$ cat src/rtl/i2c_evf_pkg.sv
package i2c_evf_pkg;

    typedef enum logic [2:0] {
        ST_IDLE,
        ST_ADDR,
        ST_ADDR_ACK,
        ST_DATA,
        ST_DATA_ACK,
        ST_SKIP
    } trk_state_t;

    localparam int STATUS_W  = 16;
    localparam int BIT_ADDR  = 8;
    localparam int BIT_DATA  = 9;
    localparam int BIT_STOP  = 10;
    localparam int BIT_START = 11;
    localparam int BIT_MISS  = 12;
    localparam logic [STATUS_W-1:0] FLAG_MASK = 16'h1F00;

endpackage

$ cat src/rtl/i2c_evf_sync.sv
module i2c_evf_sync #(
    parameter int STAGES = 2
) (
    input  logic clk,
    input  logic rst_n,
    input  logic d_in,
    output logic d_out
);
    logic [STAGES-1:0] chain;

    genvar g;
    generate
        for (g = 0; g < STAGES; g++) begin : g_stage
            always_ff @(posedge clk or negedge rst_n) begin
                if (!rst_n)
                    chain[g] <= 1'b1;
                else if (g == 0)
                    chain[g] <= d_in;
                else
                    chain[g] <= chain[(g == 0) ? 0 : g-1];
            end
        end
    endgenerate

    assign d_out = chain[STAGES-1];
endmodule

$ cat src/rtl/i2c_evf_cond.sv
module i2c_evf_cond (
    input  logic clk,
    input  logic rst_n,
    input  logic scl_s,
    input  logic sda_s,
    output logic start_ev,
    output logic stop_ev,
    output logic scl_rise
);
    logic scl_q;
    logic sda_q;

    always_ff @(posedge clk or negedge rst_n) begin
        if (!rst_n) begin
            scl_q <= 1'b1;
            sda_q <= 1'b1;
        end else begin
            scl_q <= scl_s;
            sda_q <= sda_s;
        end
    end

    always_comb begin
        start_ev = scl_s &  scl_q &  sda_q & ~sda_s;
        stop_ev  = scl_s &  scl_q & ~sda_q &  sda_s;
        scl_rise = scl_s & ~scl_q;
    end
endmodule

$ cat src/rtl/i2c_evf_tracker.sv
module i2c_evf_tracker
    import i2c_evf_pkg::*;
#(
    parameter int ADDR_W    = 7,
    parameter int BYTE_BITS = 8
) (
    input  logic              clk,
    input  logic              rst_n,
    input  logic              enable,
    input  logic              start_ev,
    input  logic              stop_ev,
    input  logic              scl_rise,
    input  logic              sda_s,
    input  logic [ADDR_W-1:0] own_addr,
    output logic              addr_hit,
    output logic              addr_miss,
    output logic              byte_done
);
    localparam int CNT_W = $clog2(BYTE_BITS);
    localparam logic [CNT_W-1:0] LAST_BIT = CNT_W'(BYTE_BITS - 1);

    trk_state_t state, state_nx;
    logic [CNT_W-1:0]     bit_cnt;
    logic [BYTE_BITS-2:0] shreg;
    logic                 last_rise;
    logic                 match;

    assign last_rise = scl_rise && (bit_cnt == LAST_BIT);
    assign match     = (shreg[ADDR_W-1:0] == own_addr);

    // state register
    always_ff @(posedge clk or negedge rst_n) begin
        if (!rst_n)
            state <= ST_IDLE;
        else
            state <= state_nx;
    end

    // bit counter and shifter
    always_ff @(posedge clk or negedge rst_n) begin
        if (!rst_n) begin
            bit_cnt <= '0;
            shreg   <= '0;
        end else if (!enable || start_ev || stop_ev) begin
            bit_cnt <= '0;
        end else if (scl_rise && (state == ST_ADDR || state == ST_DATA)) begin
            bit_cnt <= last_rise ? '0 : bit_cnt + 1'b1;
            shreg   <= {shreg[BYTE_BITS-3:0], sda_s};
        end
    end

    // next state
    always_comb begin
        state_nx = state;
        if (!enable || stop_ev) begin
            state_nx = ST_IDLE;
        end else if (start_ev) begin
            state_nx = ST_ADDR;
        end else begin
            unique case (state)
                ST_IDLE:     state_nx = ST_IDLE;
                ST_ADDR:     if (last_rise) state_nx = match ? ST_ADDR_ACK : ST_SKIP;
                ST_ADDR_ACK: if (scl_rise)  state_nx = ST_DATA;
                ST_DATA:     if (last_rise) state_nx = ST_DATA_ACK;
                ST_DATA_ACK: if (scl_rise)  state_nx = ST_DATA;
                ST_SKIP:     state_nx = ST_SKIP;
                default:     state_nx = ST_IDLE;
            endcase
        end
    end

    // event outputs
    always_comb begin
        addr_hit  = 1'b0;
        addr_miss = 1'b0;
        byte_done = 1'b0;
        if (enable && !start_ev && !stop_ev) begin
            unique case (state)
                ST_ADDR: begin
                    addr_hit  = last_rise &&  match;
                    addr_miss = last_rise && !match;
                end
                ST_DATA:  byte_done = last_rise;
                default: ;
            endcase
        end
    end
endmodule

$ cat src/rtl/i2c_evf_flags.sv
module i2c_evf_flags
    import i2c_evf_pkg::*;
(
    input  logic                clk,
    input  logic                rst_n,
    input  logic                enable,
    input  logic [STATUS_W-1:0] set_vec,
    input  logic [STATUS_W-1:0] clr_vec,
    output logic [STATUS_W-1:0] status
);
    always_ff @(posedge clk or negedge rst_n) begin
        if (!rst_n)
            status <= '0;
        else if (!enable)
            status <= '0;
        else
            status <= ((status & ~clr_vec) | set_vec) & FLAG_MASK;
    end
endmodule

$ cat src/rtl/i2c_slave_evflags.sv
module i2c_slave_evflags
    import i2c_evf_pkg::*;
#(
    parameter int ADDR_W      = 7,
    parameter int SYNC_STAGES = 2
) (
    input  logic              clk,
    input  logic              rst_n,
    input  logic              scl_in,
    input  logic              sda_in,
    input  logic              unit_en,
    input  logic              start_irq_en,
    input  logic [ADDR_W-1:0] own_addr,
    input  logic              wr_en,
    input  logic [1:0]        wr_be,
    input  logic [15:0]       wr_data,
    input  logic              rd_hi,
    output logic [15:0]       rd_word,
    output logic [7:0]        rd_byte,
    output logic              irq
);
    logic scl_s, sda_s;
    logic start_ev, stop_ev, scl_rise;
    logic addr_hit, addr_miss, byte_done;
    logic [STATUS_W-1:0] set_vec, clr_vec, status;

    i2c_evf_sync #(.STAGES(SYNC_STAGES)) u_sync_scl (
        .clk(clk), .rst_n(rst_n), .d_in(scl_in), .d_out(scl_s));
    i2c_evf_sync #(.STAGES(SYNC_STAGES)) u_sync_sda (
        .clk(clk), .rst_n(rst_n), .d_in(sda_in), .d_out(sda_s));

    i2c_evf_cond u_cond (
        .clk(clk), .rst_n(rst_n), .scl_s(scl_s), .sda_s(sda_s),
        .start_ev(start_ev), .stop_ev(stop_ev), .scl_rise(scl_rise));

    i2c_evf_tracker #(.ADDR_W(ADDR_W), .BYTE_BITS(ADDR_W + 1)) u_trk (
        .clk(clk), .rst_n(rst_n), .enable(unit_en),
        .start_ev(start_ev), .stop_ev(stop_ev), .scl_rise(scl_rise),
        .sda_s(sda_s), .own_addr(own_addr),
        .addr_hit(addr_hit), .addr_miss(addr_miss), .byte_done(byte_done));

    always_comb begin
        set_vec            = '0;
        set_vec[BIT_ADDR]  = addr_hit;
        set_vec[BIT_DATA]  = byte_done;
        set_vec[BIT_STOP]  = stop_ev;
        set_vec[BIT_START] = start_ev;
        set_vec[BIT_MISS]  = addr_miss & start_irq_en;
        clr_vec = wr_en ? (wr_data & {{8{wr_be[1]}}, {8{wr_be[0]}}}) : '0;
    end

    i2c_evf_flags u_flags (
        .clk(clk), .rst_n(rst_n), .enable(unit_en),
        .set_vec(set_vec), .clr_vec(clr_vec), .status(status));

    assign rd_word = status;
    assign rd_byte = rd_hi ? status[15:8] : status[7:0];
    assign irq     = unit_en & (|status[BIT_MISS:BIT_ADDR]);
endmodule

$ cat config.mk
export PLATFORM = sky130hd
export DESIGN_NAME = i2c_slave_evflags
export DESIGN_NICKNAME = d
export VERILOG_FILES = /design/src/rtl/i2c_evf_pkg.sv /design/src/rtl/i2c_evf_sync.sv /design/src/rtl/i2c_evf_cond.sv /design/src/rtl/i2c_evf_tracker.sv /design/src/rtl/i2c_evf_flags.sv /design/src/rtl/i2c_slave_evflags.sv
export SDC_FILE = /design/constraint.sdc
export NUM_CORES = 1
export LEC_CHECK = 0
export CAP_MARGIN = 5
export CORE_MARGIN = 2
export CORE_UTILIZATION = 34
export CTS_CLUSTER_DIAMETER = 30
export CTS_CLUSTER_SIZE = 40
export DETAILED_ROUTE_END_ITERATION = 16
export SLEW_MARGIN = 20
export SYNTH_ARGS = -nofsm -noshare
export SYNTH_HDL_FRONTEND = slang
export SYNTH_HIERARCHICAL = 1
export SYNTH_SLANG_ARGS = --single-unit
$ cat constraint.sdc
create_clock -name clk -period 2.1 [get_ports clk]
set_input_delay 0.63 -clock clk [delete_from_list [all_inputs] [get_ports clk]]
set_output_delay 0.63 -clock clk [all_outputs]
set_load 0.005 [all_outputs]
==> results of run 1 <==
## power breakdown
part | total (W) | internal, W | switching, W | leakage (nW)
logic | 0.000155 | 0.0000903 | 0.0000644 | 0.557
registers | 0.000491 | 0.000480 | 0.0000115 | 0.313
clock network | 0.000402 | 0.000255 | 0.000147 | 0.0357
## worst max-delay path: cells and delay by family (launching register included)
kind | cells | cell delay [ns]
simple gates | 1 | 0.52
flops | 1 | 0.38
compound gates | 1 | 0.17
buf+inv | 1 | 0.12
## per-layer routing
metal	up-vias	wire, um	share of wire (%)	GRT usage (%)
met5	-	0	0	0
met4	0	24	0.84	4.36
met3	4	201	7.1	2.62
met2	44	1420	50	21.4
met1	539	1200	42	14.9
li1	554	-	-	-
## what timing repair did
| action | in CTS | in global routing |
|---|---|---|
| setup buffers | 0 | 1 |
| endpoints found under the hold margin | 0 | 0 |
| gates resized for setup | 14 | 4 |
| pin swaps | 2 | 4 |
| endpoints found under the setup margin | 6 | 9 |
## registers in the layout (all words and copies together) (netlist names)
register / flops
u_trk/shreg: 7
u_flags/status: 5
u_trk/bit_cnt: 3
u_trk/state: 3
u_cond/scl_q: 1
u_cond/sda_q: 1
u_sync_scl/chain: 1
u_sync_scl/d_out: 1
u_sync_sda/chain: 1
u_sync_sda/d_out: 1
## worst min-delay path by stage
stage | start | to | slack, ns | cells past startpoint
finish | u_sync_sda/chain[0] | u_sync_sda/d_out | 0.36 | 0
global route | u_sync_scl/chain[0] | u_sync_scl/d_out | 0.37 | 0
CTS | u_sync_sda/chain[0] | u_sync_sda/d_out | 0.36 | 0
detailed placement | u_sync_sda/chain[0] | u_sync_sda/d_out | 0.35 | 0
global placement | u_sync_scl/chain[0] | u_sync_scl/d_out | 0.35 | 0
floorplan | rst_n | u_flags/status[10] | 0.33 | 0
## layout by cell type, fill, tap and decap left out, drive strengths merged, types with 4 or more instances in the layout
| cell | n |
|---|---|
| dfrtp | 18 |
| conb | 11 |
| a21oi | 4 |
| nor3 | 5 |
| o21a | 7 |
| xor2 | 7 |
| nor2 | 8 |
| nand2b | 4 |
| buf | 20 |
| mux2 | 15 |
| dfstp | 6 |
| dlygate4sd2 | 4 |
| nor2b | 9 |
| and3 | 5 |
| clkdlybuf4s50 | 24 |
## layout make-up
cell class                 count  area (um2)
clock inverter                 1        30.0
inverter                       3        11.3
clock buffer                   3        41.3
fill                         374        2100
multi-input combinational    103         773
sequential                    24         608
timing repair buffer          49         430
tap                           50        62.6
## stage by stage
stage          power [W]  util (%)  TNS, ns  hold slack [ns]  area (um2)
3_3_place_gp    0.000654      46.4    -4.72            0.345        1880
6_report         0.00105      48.2        0            0.359        1960
4_1_cts          0.00106      47.8  -0.0248            0.360        1940
2_1_floorplan   0.000581         -        0            0.334        1490
5_1_grt          0.00110      48.2  -0.0554            0.368        1960
3_5_place_dp    0.000657      46.4    -4.84            0.348        1880
==> flow_summary.ini, run 1 <==
[outcome]
run_status = finished, final reports clean

[cells_and_area]
nets_finish = 219
n_antenna_cell = 0
syn_to_final_growth_pct = 34.6
finalNonFillerCells = 233
fraction_of_final_layout_cells_sized_beyond_drive_strength_1_pct = 30.6

[critical_path]
timing.reg2reg.setup_slack_ns = 0.35
worst-r2r-cell-count = 5
crit-reg2reg-launch = u_sync_sda/d_out
worstSetupStartpointType = register
timing.critical_path.to = irq
critical_path.max_fanout = 2
cp_cell_sequence = or4_4 > o21a_1 > buf_2
cpMaxStageDelayCell = or4_4
critical_path_arrival_ns = 1.46
worst_path_largest_cell_delay_ns = 0.52
worst_setup_path_type = reg2out
timing.critical_path.required_ns = 1.47
end_kind = output port
capture_instance_of_the_worst_register_to_register_path = u_trk/shreg[2]
worst_setup_path_startpoint = u_flags/status[9]

[timing]
report.final.slew_viol_count = 0
final.period_utilization_pct = 99.4
max_clock_freq_mhz = 479
unrepaired_setup_endpoints_after_global_routing = true
clock_skew_ns = 0.00473
final.setup.worst_slack_ns = 0.0127
timing_hold_violations_final = 0
period_minus_slack_ns = 2.09
setup_viol_count_final = 0

[global_route]
grt.overflow.total = 0
antenna_found_initial = 0
grt_first_pass_wirelength_um = 4940
vias_in_the_first_global_route = 1190
groute.usage.overall_pct = 12.3
largest_net_degree_at_the_start_of_global_routing = 25

[routing]
drt_pre_antenna_iters = 4
drt-vias-per-instance = 4.90
drt_drc_violations_left = 0
drt-wirelength-per-cell_um = 12.2
post_route_antenna_net_violation_count = 0
vias = 1141
first_iter_violations = 51
drt_wl_total_um = 2850

[die]
die_x_um = 69.4
placement_rows = 23
initial_core_util_pct = 35.8
die_area_mm2 = 0.00481
design.core.area_mm2 = 0.00406
die-height_um = 69.4
ios = 58

[flow_run]
cap_viol_max_count = 0

[clock_network]
h-tree-depth = 1
cts_hold_buf = 0
clock_buffer_count_from_cts = 3
tritoncts = done
numClockSinks = 24
clock_tree.root_cell = clkbuf_8
clkLatencyLatePin_ns = 0.27
maximum_clock_path_buffer_count = 2
cts.reportedPaths.clkPinSlew_ns = 0.08

[placement]
gp_congestion = 0.795
detailedPlace.worstSlack_ns = -0.520
post-place-cells = 228
detailed_place_hpwl_um = 2320
io_buffer_count = 31

[power_and_ir_drop]
leakagePower_nw = 0.906
vdd_ir_drop_max_mv = 0.311
power_per_cell_area_mw_per_mm2 = 536

[yosys]
netlist_instances = 135
synthesis.area_mm2 = 0.00145
yosysWarningCount = 6
synth_area_per_cell_um2 = 10.8

[worst_hold_path]
type_of_the_worst_min_delay_path = reg2reg
Note: power is estimated with default switching activity, not from simulation.
==> inputs of run 2 (changes only) <==
==> constraint.sdc (replaced) <==
create_clock -name clk -period 2.1 [get_ports clk]
set_input_delay 0.21 -clock clk [delete_from_list [all_inputs] [get_ports clk]]
set_output_delay 0.21 -clock clk [all_outputs]
set_load 0.005 [all_outputs]
==> flow_summary.ini, run 2 (synthesis gave the netlist of run 1 again) <==
[clock_network]
clock_tree.root_cell = clkbuf_8
tritoncts = done
clock_buffer_count_from_cts = 3
cts.reportedPaths.clkPinSlew_ns = 0.08
h-tree-depth = 1
maximum_clock_path_buffer_count = 2
numClockSinks = 24
clkLatencyLatePin_ns = 0.26
cts_resized = 0

[global_route]
groute.usage.overall_pct = 11.6
largest_net_degree_at_the_start_of_global_routing = 25
grt.overflow.total = 0
grt_first_pass_wirelength_um = 4660
antenna_found_initial = 0
vias_in_the_first_global_route = 1100

[routing]
post_route_antenna_net_violation_count = 0
drt_wl_total_um = 2890
drt_drc_violations_left = 0
drt_pre_antenna_iters = 4
top_layer_used = met4
vias = 1125
first_iter_violations = 34
drt-wirelength-per-cell_um = 13.0
met2RoutedLength_um = 1470
drt-vias-per-instance = 5.04
wl_met3_um = 182
routed_met1_length_um = 1210

[cells_and_area]
syn_to_final_growth_pct = 29.9
final_cell_mix = clkdlybuf4s50_1 (31), dfrtp_1 (18), mux2_2 (15)
filler_cell_count = 370
largest_register = u_trk/shreg
largestRegisters = u_trk/shreg: 7 flops, u_flags/status: 5 flops
finalNonFillerCells = 223
area_of_combinational_cells_with_multiple_inputs_um2 = 764
n_antenna_cell = 0
nets_finish = 209
design_area_mm2 = 0.00189
fraction_of_final_layout_cells_sized_beyond_drive_strength_1_pct = 23.7
layout.cells.most_common = clkdlybuf4s50_1
largest_register_ff_count = 7
register_area_um2 = 608

[power_and_ir_drop]
comb_power_share_pct = 14.3
power_switching_share_pct = 21.0
sequentialPowerShare_pct = 47.4
clock_power_share_pct = 38.4
leakagePower_nw = 0.837
net-switching-power_w = 0.000219
vdd_ir_drop_max_mv = 0.294
internal_power_w = 0.000820
finalPower_w = 0.00104
power_per_cell_area_mw_per_mm2 = 550

[die]
die_x_um = 69.4
design.core.area_mm2 = 0.00406
die-height_um = 69.4
initial_core_util_pct = 35.8
die_area_mm2 = 0.00481
ios = 58
placement_rows = 23

[timing]
clock_skew_ns = 0.00263
setup_tns_ns = 0
max_clock_freq_mhz = 496
timing_hold_violations_final = 0
final.period_utilization_pct = 96.0
unrepaired_setup_endpoints_after_global_routing = false
setup_viol_count_final = 0
period_minus_slack_ns = 2.02
report.final.slew_viol_count = 0

[critical_path]
worstSetupStartpointType = register
cpMaxStageDelayCell = or4_1
critical_path.max_fanout = 4
worst-r2r-cell-count = 4
cp_cell_sequence = or4_1 > o21a_1 > clkdlybuf4s50_1
timing.critical_path.required_ns = 1.89
worst_setup_path_startpoint = u_flags/status[11]
crit-reg2reg-launch = u_sync_sda/d_out
timing.reg2reg.setup_slack_ns = 0.22
worst_path_largest_cell_delay_ns = 0.52
end_kind = output port
crit_cells = 3
critical_path.n_buffers_inverters = 1
worst_setup_path_type = reg2out
capture_instance_of_the_worst_register_to_register_path = u_trk/shreg[0]
timing.critical_path.to = irq
cpLargestDelayFamily = simple AND/OR/NAND/NOR gates
critical_path_arrival_ns = 1.81

[placement]
post-place-cells = 218
io_buffer_count = 31
place_area_mm2 = 0.00181
gp_congestion = 0.787
detailed_place_hpwl_um = 2310

[worst_hold_path]
type_of_the_worst_min_delay_path = in2async

[flow_run]
cap_viol_max_count = 0

[outcome]
run_status = finished, final reports clean
==> run 2: how the worst min path moves through the flow <==
| stage | from | endpoint | slack, ns | depth (start not counted) |
|---|---|---|---|---|
| after detailed placement | u_sync_scl/chain[0] | u_sync_scl/d_out | 0.35 | 0 |
| after global placement | u_sync_scl/chain[0] | u_sync_scl/d_out | 0.35 | 0 |
| after CTS | rst_n | u_trk/shreg[5] | 0.30 | 2 |
| final | rst_n | u_trk/shreg[5] | 0.29 | 2 |
| after floorplan | rst_n | u_flags/status[10] | -0.09 | 0 |
| after global routing | rst_n | u_trk/shreg[2] | 0.34 | 2 |
==> run 2: final cells by class <==
type	count	share of cell area, %
clock inverters	1	1.59
inverters	3	0.596
flip-flops and latches	24	32.2
clock buffers	3	2.19
well taps	50	3.31
multi-input cells	103	40.5
repair buffers	39	19.6
==> run 2: routing by layer <==
metal | GRT usage, % | up-vias
li1 | - | 531
met1 | 13.5 | 545
met2 | 21.4 | 45
met3 | 2.33 | 4
met4 | 3.49 | 0
met5 | 0 | -
==> run 2: power by group through the flow <==
stage	sequential, W	combinational [W]	clock (W)
floorplan	0.000496	0.0000847	0
global placement	0.000500	0.000145	0
detailed placement	0.000501	0.000147	0
CTS	0.000492	0.000147	0.000410
global route	0.000494	0.000162	0.000431
finish	0.000492	0.000148	0.000398
==> run 2: metrics by stage <==
| stage | utilization [%] | hold slack [ns] | worst slack [ns] |
|---|---|---|---|
| 4_1_cts | 46.3 | 0.301 | 0.0649 |
| 3_5_place_dp | 44.6 | 0.347 | 0.131 |
| 3_3_place_gp | 44.6 | 0.345 | 0.178 |
| 6_report | 46.5 | 0.292 | 0.0836 |
| 2_1_floorplan | - | -0.0856 | 0.349 |
| 5_1_grt | 46.5 | 0.340 | 0.0116 |
==> run 2: what timing repair did <==
action / CTS / global route
setup buffers: 0 / 1
setup endpoints to repair: 0 / 1
hold buffers: 0 / 0
